==> config.mk <==
export PLATFORM = sky130hd
export DESIGN_NAME = btn_press_pulser
export DESIGN_NICKNAME = d
export VERILOG_FILES = /design/src/rtl/btn_press_pkg.sv /design/src/rtl/btn_retimer.sv /design/src/rtl/btn_rise_detect.sv /design/src/rtl/btn_holdoff.sv /design/src/rtl/btn_press_pulser.sv
export SDC_FILE = /design/constraint.sdc
export NUM_CORES = 1
export LEC_CHECK = 0
export BUFFER_PORTS_ARGS = -buffer_cell sky130_fd_sc_hd__buf_2
export CAP_MARGIN = 10
export CORE_AREA = 2 2 39 41
export DETAILED_ROUTE_END_ITERATION = 10
export DIE_AREA = 0 0 41 43
export GPL_TIMING_DRIVEN = 0
export MAX_ROUTING_LAYER = met4
export PLACE_DENSITY = 0.46
export SETUP_SLACK_MARGIN = 0.15
export SYNTH_ARGS = -nofsm -noshare
export SYNTH_HDL_FRONTEND = slang
export SYNTH_SLANG_ARGS = --single-unit
==> constraint.sdc <==
create_clock -name clk -period 1.2 [get_ports clk]
set_input_delay 0.12 -clock clk [delete_from_list [all_inputs] [get_ports clk]]
set_output_delay 0.12 -clock clk [all_outputs]
set_load 0.02 [all_outputs]
==> src/rtl/btn_press_pkg.sv <==
package btn_press_pkg;

  // Width needed to hold the values 0..n.
  function automatic int unsigned count_width(int unsigned n);
    int unsigned w;
    w = $clog2(n + 1);
    return (w < 1) ? 1 : w;
  endfunction

  localparam int unsigned DEFAULT_HOLD   = 16;
  localparam int unsigned DEFAULT_STAGES = 2;

endpackage

==> src/rtl/btn_retimer.sv <==
module btn_retimer #(
  parameter int unsigned STAGES = 2
) (
  input  logic clk,
  input  logic rst,
  input  logic d_async,
  output logic q_sync
);
  logic [STAGES-1:0] chain;

  generate
    for (genvar s = 0; s < STAGES; s++) begin : g_stage
      if (s == 0) begin : g_first
        always_ff @(posedge clk) begin
          if (rst) chain[0] <= 1'b0;
          else     chain[0] <= d_async;
        end
      end else begin : g_next
        always_ff @(posedge clk) begin
          if (rst) chain[s] <= 1'b0;
          else     chain[s] <= chain[s-1];
        end
      end
    end
  endgenerate

  assign q_sync = chain[STAGES-1];
endmodule

==> src/rtl/btn_rise_detect.sv <==
module btn_rise_detect (
  input  logic clk,
  input  logic rst,
  input  logic level,
  input  logic armed,
  output logic rise
);
  logic prev_q;

  // History keeps tracking while disarmed, so a level held high
  // through the window never looks like a new edge.
  always_ff @(posedge clk) begin
    if (rst) prev_q <= 1'b0;
    else     prev_q <= level;
  end

  assign rise = armed & level & ~prev_q;
endmodule

==> src/rtl/btn_holdoff.sv <==
module btn_holdoff #(
  parameter int unsigned HOLD = 16
) (
  input  logic clk,
  input  logic rst,
  input  logic start,
  output logic busy
);
  localparam int unsigned CW = btn_press_pkg::count_width(HOLD);
  localparam logic [CW-1:0] LOAD = CW'(HOLD);

  logic [CW-1:0] remain_q;

  always_ff @(posedge clk) begin
    if (rst)                  remain_q <= '0;
    else if (start)           remain_q <= LOAD;
    else if (remain_q != '0)  remain_q <= remain_q - 1'b1;
  end

  assign busy = (remain_q != '0);
endmodule

==> src/rtl/btn_press_pulser.sv <==
module btn_press_pulser #(
  parameter int unsigned HOLD_CYCLES = btn_press_pkg::DEFAULT_HOLD,
  parameter int unsigned SYNC_STAGES = btn_press_pkg::DEFAULT_STAGES
) (
  input  logic clk,
  input  logic rst,
  input  logic btn_raw,
  output logic press_pulse,
  output logic lockout
);
  logic btn_s;
  logic edge_seen;
  logic busy;
  logic pulse_q;

  btn_retimer #(.STAGES(SYNC_STAGES)) u_retime (
    .clk     (clk),
    .rst     (rst),
    .d_async (btn_raw),
    .q_sync  (btn_s)
  );

  btn_rise_detect u_edge (
    .clk   (clk),
    .rst   (rst),
    .level (btn_s),
    .armed (~busy),
    .rise  (edge_seen)
  );

  btn_holdoff #(.HOLD(HOLD_CYCLES)) u_hold (
    .clk   (clk),
    .rst   (rst),
    .start (edge_seen),
    .busy  (busy)
  );

  always_ff @(posedge clk) begin
    if (rst) pulse_q <= 1'b0;
    else     pulse_q <= edge_seen;
  end

  assign press_pulse = pulse_q;
  assign lockout     = busy;
endmodule

==> results.txt, run 1 <==
The horizontal die dimension is 41 um. The synthesized netlist devotes 4.878% of its cell area to XOR and XNOR gates. The average instance in the mapped netlist occupies 10.26 um^2. The first global-routing pass estimated 1338 um of wire. The total area inside the core boundary comes to 1384 um^2. By startpoint and endpoint, the worst setup path is classified as reg2out. The row count is 14. The tools report the overall routing resource usage as 12.73%.

The area growth from synthesis to final layout works out to 53.31%. In this design, the critical path's most frequently occurring cell is inv_2. Once detail routing completed, the nets flagged for antenna violations numbered 0.

The clock share of power is 14.3%, and the final worst-path cycle share is 112.6%. STA classifies the critical path endpoint as a primary output. End of the worst register-to-register path: u_hold.remain_q[0]. The logs give 0 for the quantity of hold-fixing buffers added after cts and 0.6551 for the weighted congestion at the end of routability-driven global placement. The number of search-and-repair iterations in the first detailed-routing pass was 2; the max-cap violation count was 0. Sort of element at the start of the critical path: a flip-flop. The number of top-level design ports was 5. Length in cells of the worst reg-to-reg path: 6.

By area, the combinational part of the netlist is dominated by simple AND/OR/NAND/NOR gates. The end point of the worst hold path was u_retime.chain[0]. The clock net in this run drives a total of 9 sinks. The startpoint identified for the worst hold timing path is btn_raw. Across all hold checks on the routed design, the worst slack comes to 95.57 ps.

The area share of the largest cell type after synthesis was 50.17%; the count of buffers inserted at the top-level ports was 3. IR analysis of the VDD net gives a maximum drop of 1.101 mV. The average wire per cell in the routed design was 12.40 um; the footprint of the flip-flops and latches was 182.7 um^2. The vertical extent of the die was 43 um.

The synthesized netlist devotes 4.181% of its cell area to compound gates. The initial utilization of the core area, before any placement, comes to 25.95%. The smallest clock period supported by the final layout is computed as 1351 ps. The number of distinct standard cells referenced by the synthesized netlist came out at 15. For the pin with the worst max-slew slack, the measured transition is 488.9 ps. The top cell type by total area after synthesis is dfxtp_1. The logs give -65.95 ps for the worst slack at placement and 0.5284 mW for the net switching power. The final worst-path setup slack is -150.8 ps, and the setup-violating endpoint count in the final report is 7. The synthesized netlist occupies a cell area of 359.1 um^2. After detailed routing, the number of remaining DRC violations is 0.

Summing the sequential cell areas from Yosys gives 50.17% of the chip area. The clock-pin slew on the worst setup and hold paths was 60 ps; the power share of the sequential group was 26.6%. For the number of buffers added by the clock tree synthesis step, the log shows 3. The adder-cell share of the synthesized area is 3.484%. The tools report the multi-input combinational cell area as 214.0 um^2.

The worst stage delay on the critical path was 320 ps; the required time reported for the critical path endpoint was 1080 ps. For flop-to-flop paths, the worst setup slack is -60 ps. In this run the tightest slew margin relative to its limit is 67.41%. Derived from the worst setup path, the maximum achievable clock frequency is 740.3 MHz. Of the total power, the share spent switching nets is 33.44%. The synthesized netlist devotes 33.10% of its cell area to simple gates. After synthesis, the cell types taking the most area are dfxtp_1 (50%), nor4b_4 (6.6%), nor3_1 (5.6%), nor2b_1 (5.2%), xnor2_1 (4.9%).

Cell internal power was estimated by the tool at 1.052 mW. Detailed placement ended at an HPWL of 474.1 um. For the worst-skew pair, the clock arrives at the later sink with an insertion delay of 260 ps. The layout has 143 filler cells.

The final reports fail on setup timing. Combinational share of power: 59.1%. The signal on the critical path passes through inv_2, ha_4, nor4b_4, inv_2, buf_6.

The number of nets handed over by synthesis was 39. The hold path depth is 2, and the top fanout value on the critical path is 3. The synthesized design contains 9 register bits.

The mux share of post-synthesis cell area was 0%; the fraction of layout cells with a size suffix above 1 was 62.75%. TritonCTS built the clock tree. Yosys printed 0 warnings.

STA puts the critical path data arrival time at 1230 ps. In this run the critical register-to-register path is launched from u_hold.remain_q[1]. The run gives 1 as the number of H-tree levels.

The run finished, with violations left. The number of vias after detailed routing came out at 293. After detailed routing, the number of vias per cell comes to 4.373.

The buffer levels on the longest clock path came out at 2. Summed over all cells, the static leakage comes to 0.2189 nW. For this design the ratio of total power to cell area is 2870 nW/um^2. Setup repair after global routing could not meet its margin everywhere. The number of nets in the layout was 56; the cell count after synthesis was 35. The total detailed-routing wirelength was 831 um. The number of antenna diodes in the final layout is 0. The DRC marker count from the first detailed-route iteration came out at 1. The die covers 1763 um^2. The maximum clock skew at final layout is 7.947 ps. Leftover overflow at the end of global routing: 0. Entering global routing, the biggest net connects 10 pins. The path class of the tightest hold or removal check is in2reg.

The slowest stage of the critical path is the dfxtp_2 cell. The final-report hold violation count was 0. The number of antenna violations at the first check in global routing was 0.

The run gives 350 as the number of global-route vias before repair. The final number of max-transition violations came out at 0. The tree is rooted in a clkbuf_4.
## cell usage after synthesis
master / n
dfxtp_1: 9
nor3_1: 4
a21oi_1: 3
nor2b_1: 3
inv_1: 2
nand2b_1: 2
nand3_1: 2
or2_2: 2
xnor2_1: 2
clkbuf_1: 1
ha_1: 1
inv_2: 1
nor3b_2: 1
nor4b_4: 1
or3b_1: 1
## power by group through the flow
stage	Combinational (mW)	Clock, mW	Sequential [mW]
2_1_floorplan	0.378	0	0.425
3_3_place_gp	0.443	0	0.431
3_5_place_dp	0.470	0	0.436
4_1_cts	0.850	0.235	0.420
5_1_grt	1.00	0.252	0.426
6_report	0.933	0.226	0.421
## stage by stage
stage / cell area [um^2] / cells / power, mW / util, % / setup TNS (ps)
3_5_place_dp: 409.1 / 54 / 0.9062 / 29.57 / -229.5
2_1_floorplan: 374.1 / 35 / 0.8038 / - / 0
6_report: 550.5 / 67 / 1.580 / 39.78 / -410.7
3_3_place_gp: 409.1 / 54 / 0.8742 / 29.57 / -102.4
5_1_grt: 550.5 / 67 / 1.679 / 39.78 / -834.1
4_1_cts: 534.3 / 66 / 1.505 / 38.61 / -431.9
## what timing repair did
action / CTS / global route
endpoints found under the setup margin: 7 / 7
buffers inserted: 8 / 1
pin swaps: 6 / 5
resized for setup: 10 / 2
## worst max-delay path: cells and delay by family, from the launching register on
kind                       cells  cell delay (ps)
DFF                            1              320
buffers and inverters          3              280
and+or+nand+nor                1              240
adders and majority gates      1              130
## logic make-up after synthesis
family / count (synthesis)
xor gates and xnor gates: 2
buffers and inverters: 4
and+or+nand+nor: 16
DFF: 9
AOI/OAI and AO/OA: 3
adders and majority gates: 1
## flip-flops by register name (all words and copies together) (netlist names)
register / flops
u_retime.q_sync: 1
press_pulse: 1
u_retime.chain: 1
u_edge.prev_q: 1
u_hold.remain_q: 5
## layout make-up
| class | count | area share (%) |
|---|---|---|
| well taps | 16 | 3.636 |
| plain buffers | 1 | 0.6818 |
| clock buffers | 4 | 4.773 |
| multi-input cells | 22 | 38.86 |
| flip-flops and latches | 9 | 33.18 |
| repair buffers | 12 | 16.82 |
| inverters | 3 | 2.045 |
## layout by cell type, fill, tap and decap left out
cell type	n
buf_4	8
dfxtp_1	7
inv_2	3
nor3_2	3
nor2b_1	3
clkbuf_4	3
nand2b_1	2
clkbuf_1	2
nand3_2	2
or2_4	2
a21oi_2	2
xnor2_1	2
buf_2	2
buf_6	2
dfxtp_2	2
nor4b_4	1
nor3b_2	1
or3b_1	1
a21oi_1	1
nor3_1	1
ha_4	1
## worst max path at each step
stage                            start                  to  cells past startpoint
finish              u_hold.remain_q[1]             lockout                      5
CTS                 u_hold.remain_q[0]             lockout                      5
detailed placement  u_hold.remain_q[1]  u_hold.remain_q[4]                      5
global route        u_hold.remain_q[1]             lockout                      5
global placement    u_hold.remain_q[1]  u_hold.remain_q[0]                      5
floorplan           u_hold.remain_q[1]  u_hold.remain_q[4]                      5
## routing by layer
metal / track usage [%] / share of wire (%) / vias up
met2: 21.88 / 59 / 7
met1: 8.197 / 34 / 135
met3: 8.377 / 4.8 / 2
li1: - / - / 149
met5: - / 0 / -
met4: 8.000 / 1.7 / 0
Note: power is estimated with default switching activity, not from simulation.
==> inputs of run 2 (changes only) <==
--- a/config.mk
+++ b/config.mk
@@ -12,8 +12,8 @@
 export DIE_AREA = 0 0 41 43
 export GPL_TIMING_DRIVEN = 0
 export MAX_ROUTING_LAYER = met4
-export PLACE_DENSITY = 0.46
-export SETUP_SLACK_MARGIN = 0.15
+export PLACE_DENSITY = 0.45
+export SETUP_SLACK_MARGIN = 0.02
 export SYNTH_ARGS = -nofsm -noshare
 export SYNTH_HDL_FRONTEND = slang
 export SYNTH_SLANG_ARGS = --single-unit
==> constraint.sdc (replaced) <==
create_clock -name clk -period 1.75 [get_ports clk]
set_input_delay 0.175 -clock clk [delete_from_list [all_inputs] [get_ports clk]]
set_output_delay 0.175 -clock clk [all_outputs]
set_load 0.02 [all_outputs]
==> results.txt, run 2 (synthesis results as in run 1) <==
The flow ran to the end, and the final reports show no timing, DRC or antenna violations. The run gives 2 as the buffer levels on the longest clock path. The tools report the die outline area as 1763 um^2. For this run, design rule violations remaining after detail routing come to 0.

The number of antenna violations at the first check in global routing came out at 0. End point of the worst hold path: u_retime.chain[0]. The count of buffers inserted at the top-level ports came out at 3.

The logs give 641.2 MHz for the top achievable clock speed and 0.5413 mW for the internal power contribution. In this run the critical register-to-register path is launched from u_hold.remain_q[0]. The run gives 0 as the final-report hold violation count.

In this run, CTS created clock tree buffers numbering 3. Summing all multi-input logic gate instances after layout gives 163.9 um^2. In this run, the number of DRC markers left after iteration 0 of detailed routing was 0. Final worst-path cycle share: 89.12%.

Using the TritonRoute via totals, the vias-per-cell ratio works out to 4.098. For the final number of max-transition violations, the log shows 0. The setup slack on the worst flop-to-flop path was 350 ps.

The logs give 1 for the number of H-tree levels and 25.95% for the effective utilization at floorplan. The logs give 237 for the number of global-route vias before repair and 1 for the number of search-and-repair iterations in the first detailed-routing pass. The register with the most flip-flops in the layout has 5 of them.

Summing over every cut layer, the via total after detailed routing is 250. The endpoint identified for the worst register-to-register timing path is u_hold.remain_q[0]. In this run the most critical hold path is launched from btn_raw.

The pin count of the biggest net entering global routing came out at 10. The path category of the worst min-delay check is in2reg. Relative to the synthesized area, the layout overhead comes to 23.35%. Global routing used 9.607% of the available tracks. The design draws 0.8017 mW.

Counting cells, the worst reg-to-reg path comes to 6. Clock share of power: 19.6%. At the end of routability-driven placement, the weighted congestion stood at 0.6575.

The run gives 0.1806 nW as the leakage dissipation. The required time reported for the critical path endpoint is 1570 ps. For the worst setup path, the data arrival time is 1380 ps.

The average wire per cell in the routed design came out at 9.656 um. The share of total power dissipated in sequential elements is 35.5%. The run gives 180.2 um^2 as the footprint of the flip-flops and latches. TritonCTS built the clock tree. The worst hold slack after final layout is 127.5 ps, and the setup-violating endpoint count in the final report is 0. The number of top-level design ports was 5. The power density over the cells works out to 1810 nW/um^2. The actual slew at the worst max-slew pin works out to 354.4 ps. The die is 41 um wide.

After routing, the total negative slack on setup checks comes to 0 ps. The worst setup path is of the reg2out kind. The max-cap violation count was 0; the fraction of layout cells with a size suffix above 1 was 31.11%. Switching share of power: 32.49%. The top fanout value on the critical path is 5, and the hold path depth is 2.

The tools report the number of nets in the layout as 50. Register ranked first by flip-flop count: u_hold.remain_q. The largest individual stage delay along the critical path comes from the cell nor4b_4. The filler cell count was 147; the clock period minus worst slack was 1560 ps.

The clock-pin slew on the worst setup and hold paths is 60 ps. The floorplan step set the die height to 43 um. The tools report the leftover overflow at the end of global routing as 0. The combinational share of power was 44.9%.

The number of antenna diodes in the final layout is 0. First-pass GRT wire length: 993 um. Critical path startpoint: u_hold.remain_q[0]. STA classifies the critical path startpoint as a flip-flop. For the residual antenna-violating net count after detailed routing, the log shows 0. The floorplan has 14 rows. The net switching power is 0.2605 mW, and the core area is 1384 um^2. Most common cell after layout, fill and taps aside: dfxtp_1. The tools report the count of clock tree sinks as 9. CTS placed an instance of clkbuf_4 at the clock tree root. The signal on the critical path passes through inv_1, ha_1, nor4b_4, inv_2, buf_2.

On the worst path, the slowest cell contributes a delay of 330 ps. Headroom to the max-slew limit came out at 76.37%. The run gives 0.4993 mV as the worst voltage drop across the vdd grid. Setup repair after global routing left no endpoint under its margin.

At the later pin of the worst-skew pair, clock insertion delay measures 260 ps. Between clock sinks in the finished design, the worst skew comes to 2.414 ps. Wires add up to 589 um.

The endpoint type of the worst setup path is a primary output. In the layout the commonest cells are dfxtp_1 (9), nor3_1 (4).
run 2: cell count changes in the layout (fill, tap and decap cells not counted), sizes merged:
cell and delta:
buf -6
run 2: through the flow:
stage          setup slack [ps]  instance area (um^2)  util, %  std cells
3_3_place_gp              422.9                 394.1    28.48         54
6_report                  190.3                 442.9    32.01         61
5_1_grt                   70.93                 442.9    32.01         61
2_1_floorplan             538.2                 359.1        -         35
3_5_place_dp              384.1                 394.1    28.48         54
4_1_cts                   99.44                 420.4    30.38         58
run 2: repair_timing:
item	4_1_cts	5_1_grt
hold buffers	0	0
endpoints found under the hold margin	0	0
setup buffers	0	3
setup endpoints to repair	0	1
gates resized for setup	0	0
run 2: how the worst max path moves through the flow:
stage	end	slack [ps]	cells after the start
final	lockout	190	5
after global routing	lockout	70	5
after CTS	lockout	100	5
after detailed placement	lockout	380	5
after global placement	lockout	420	5
after floorplan	press_pulse	540	5
run 2: area by class of cell:
| cell class | instances | area share [%] |
|---|---|---|
| Buffer | 1 | 0.8475 |
| Clock buffer | 4 | 5.932 |
| Inverter | 3 | 2.542 |
| Multi-Input combinational cell | 22 | 37.01 |
| Sequential cell | 9 | 40.68 |
| Tap cell | 16 | 4.520 |
| Timing Repair Buffer | 6 | 8.475 |
run 2: worst max-delay path, delay by kind of cell, from the launching register on:
| kind | cells | cell delay [ps] |
|---|---|---|
| adders and majority gates | 1 | 190 |
| DFF | 1 | 320 |
| and+or+nand+nor | 1 | 330 |
| buffers and inverters | 3 | 280 |
run 2: power by group through the flow:
stage          Sequential [mW]  Combinational (mW)  Clock, mW
3_3_place_gp             0.288               0.281          0
2_1_floorplan            0.285               0.240          0
3_5_place_dp             0.290               0.294          0
4_1_cts                  0.285               0.295      0.168
5_1_grt                  0.289               0.402      0.170
6_report                 0.284               0.360      0.157
run 2: per-layer routing:
metal  up-vias  track usage [%]  wire [um]
li1        136                -          -
met3         2            3.141         28
met1       107            11.40        280
met4         0            12.00         12
met2         5            10.63        268
met5         -                -          0
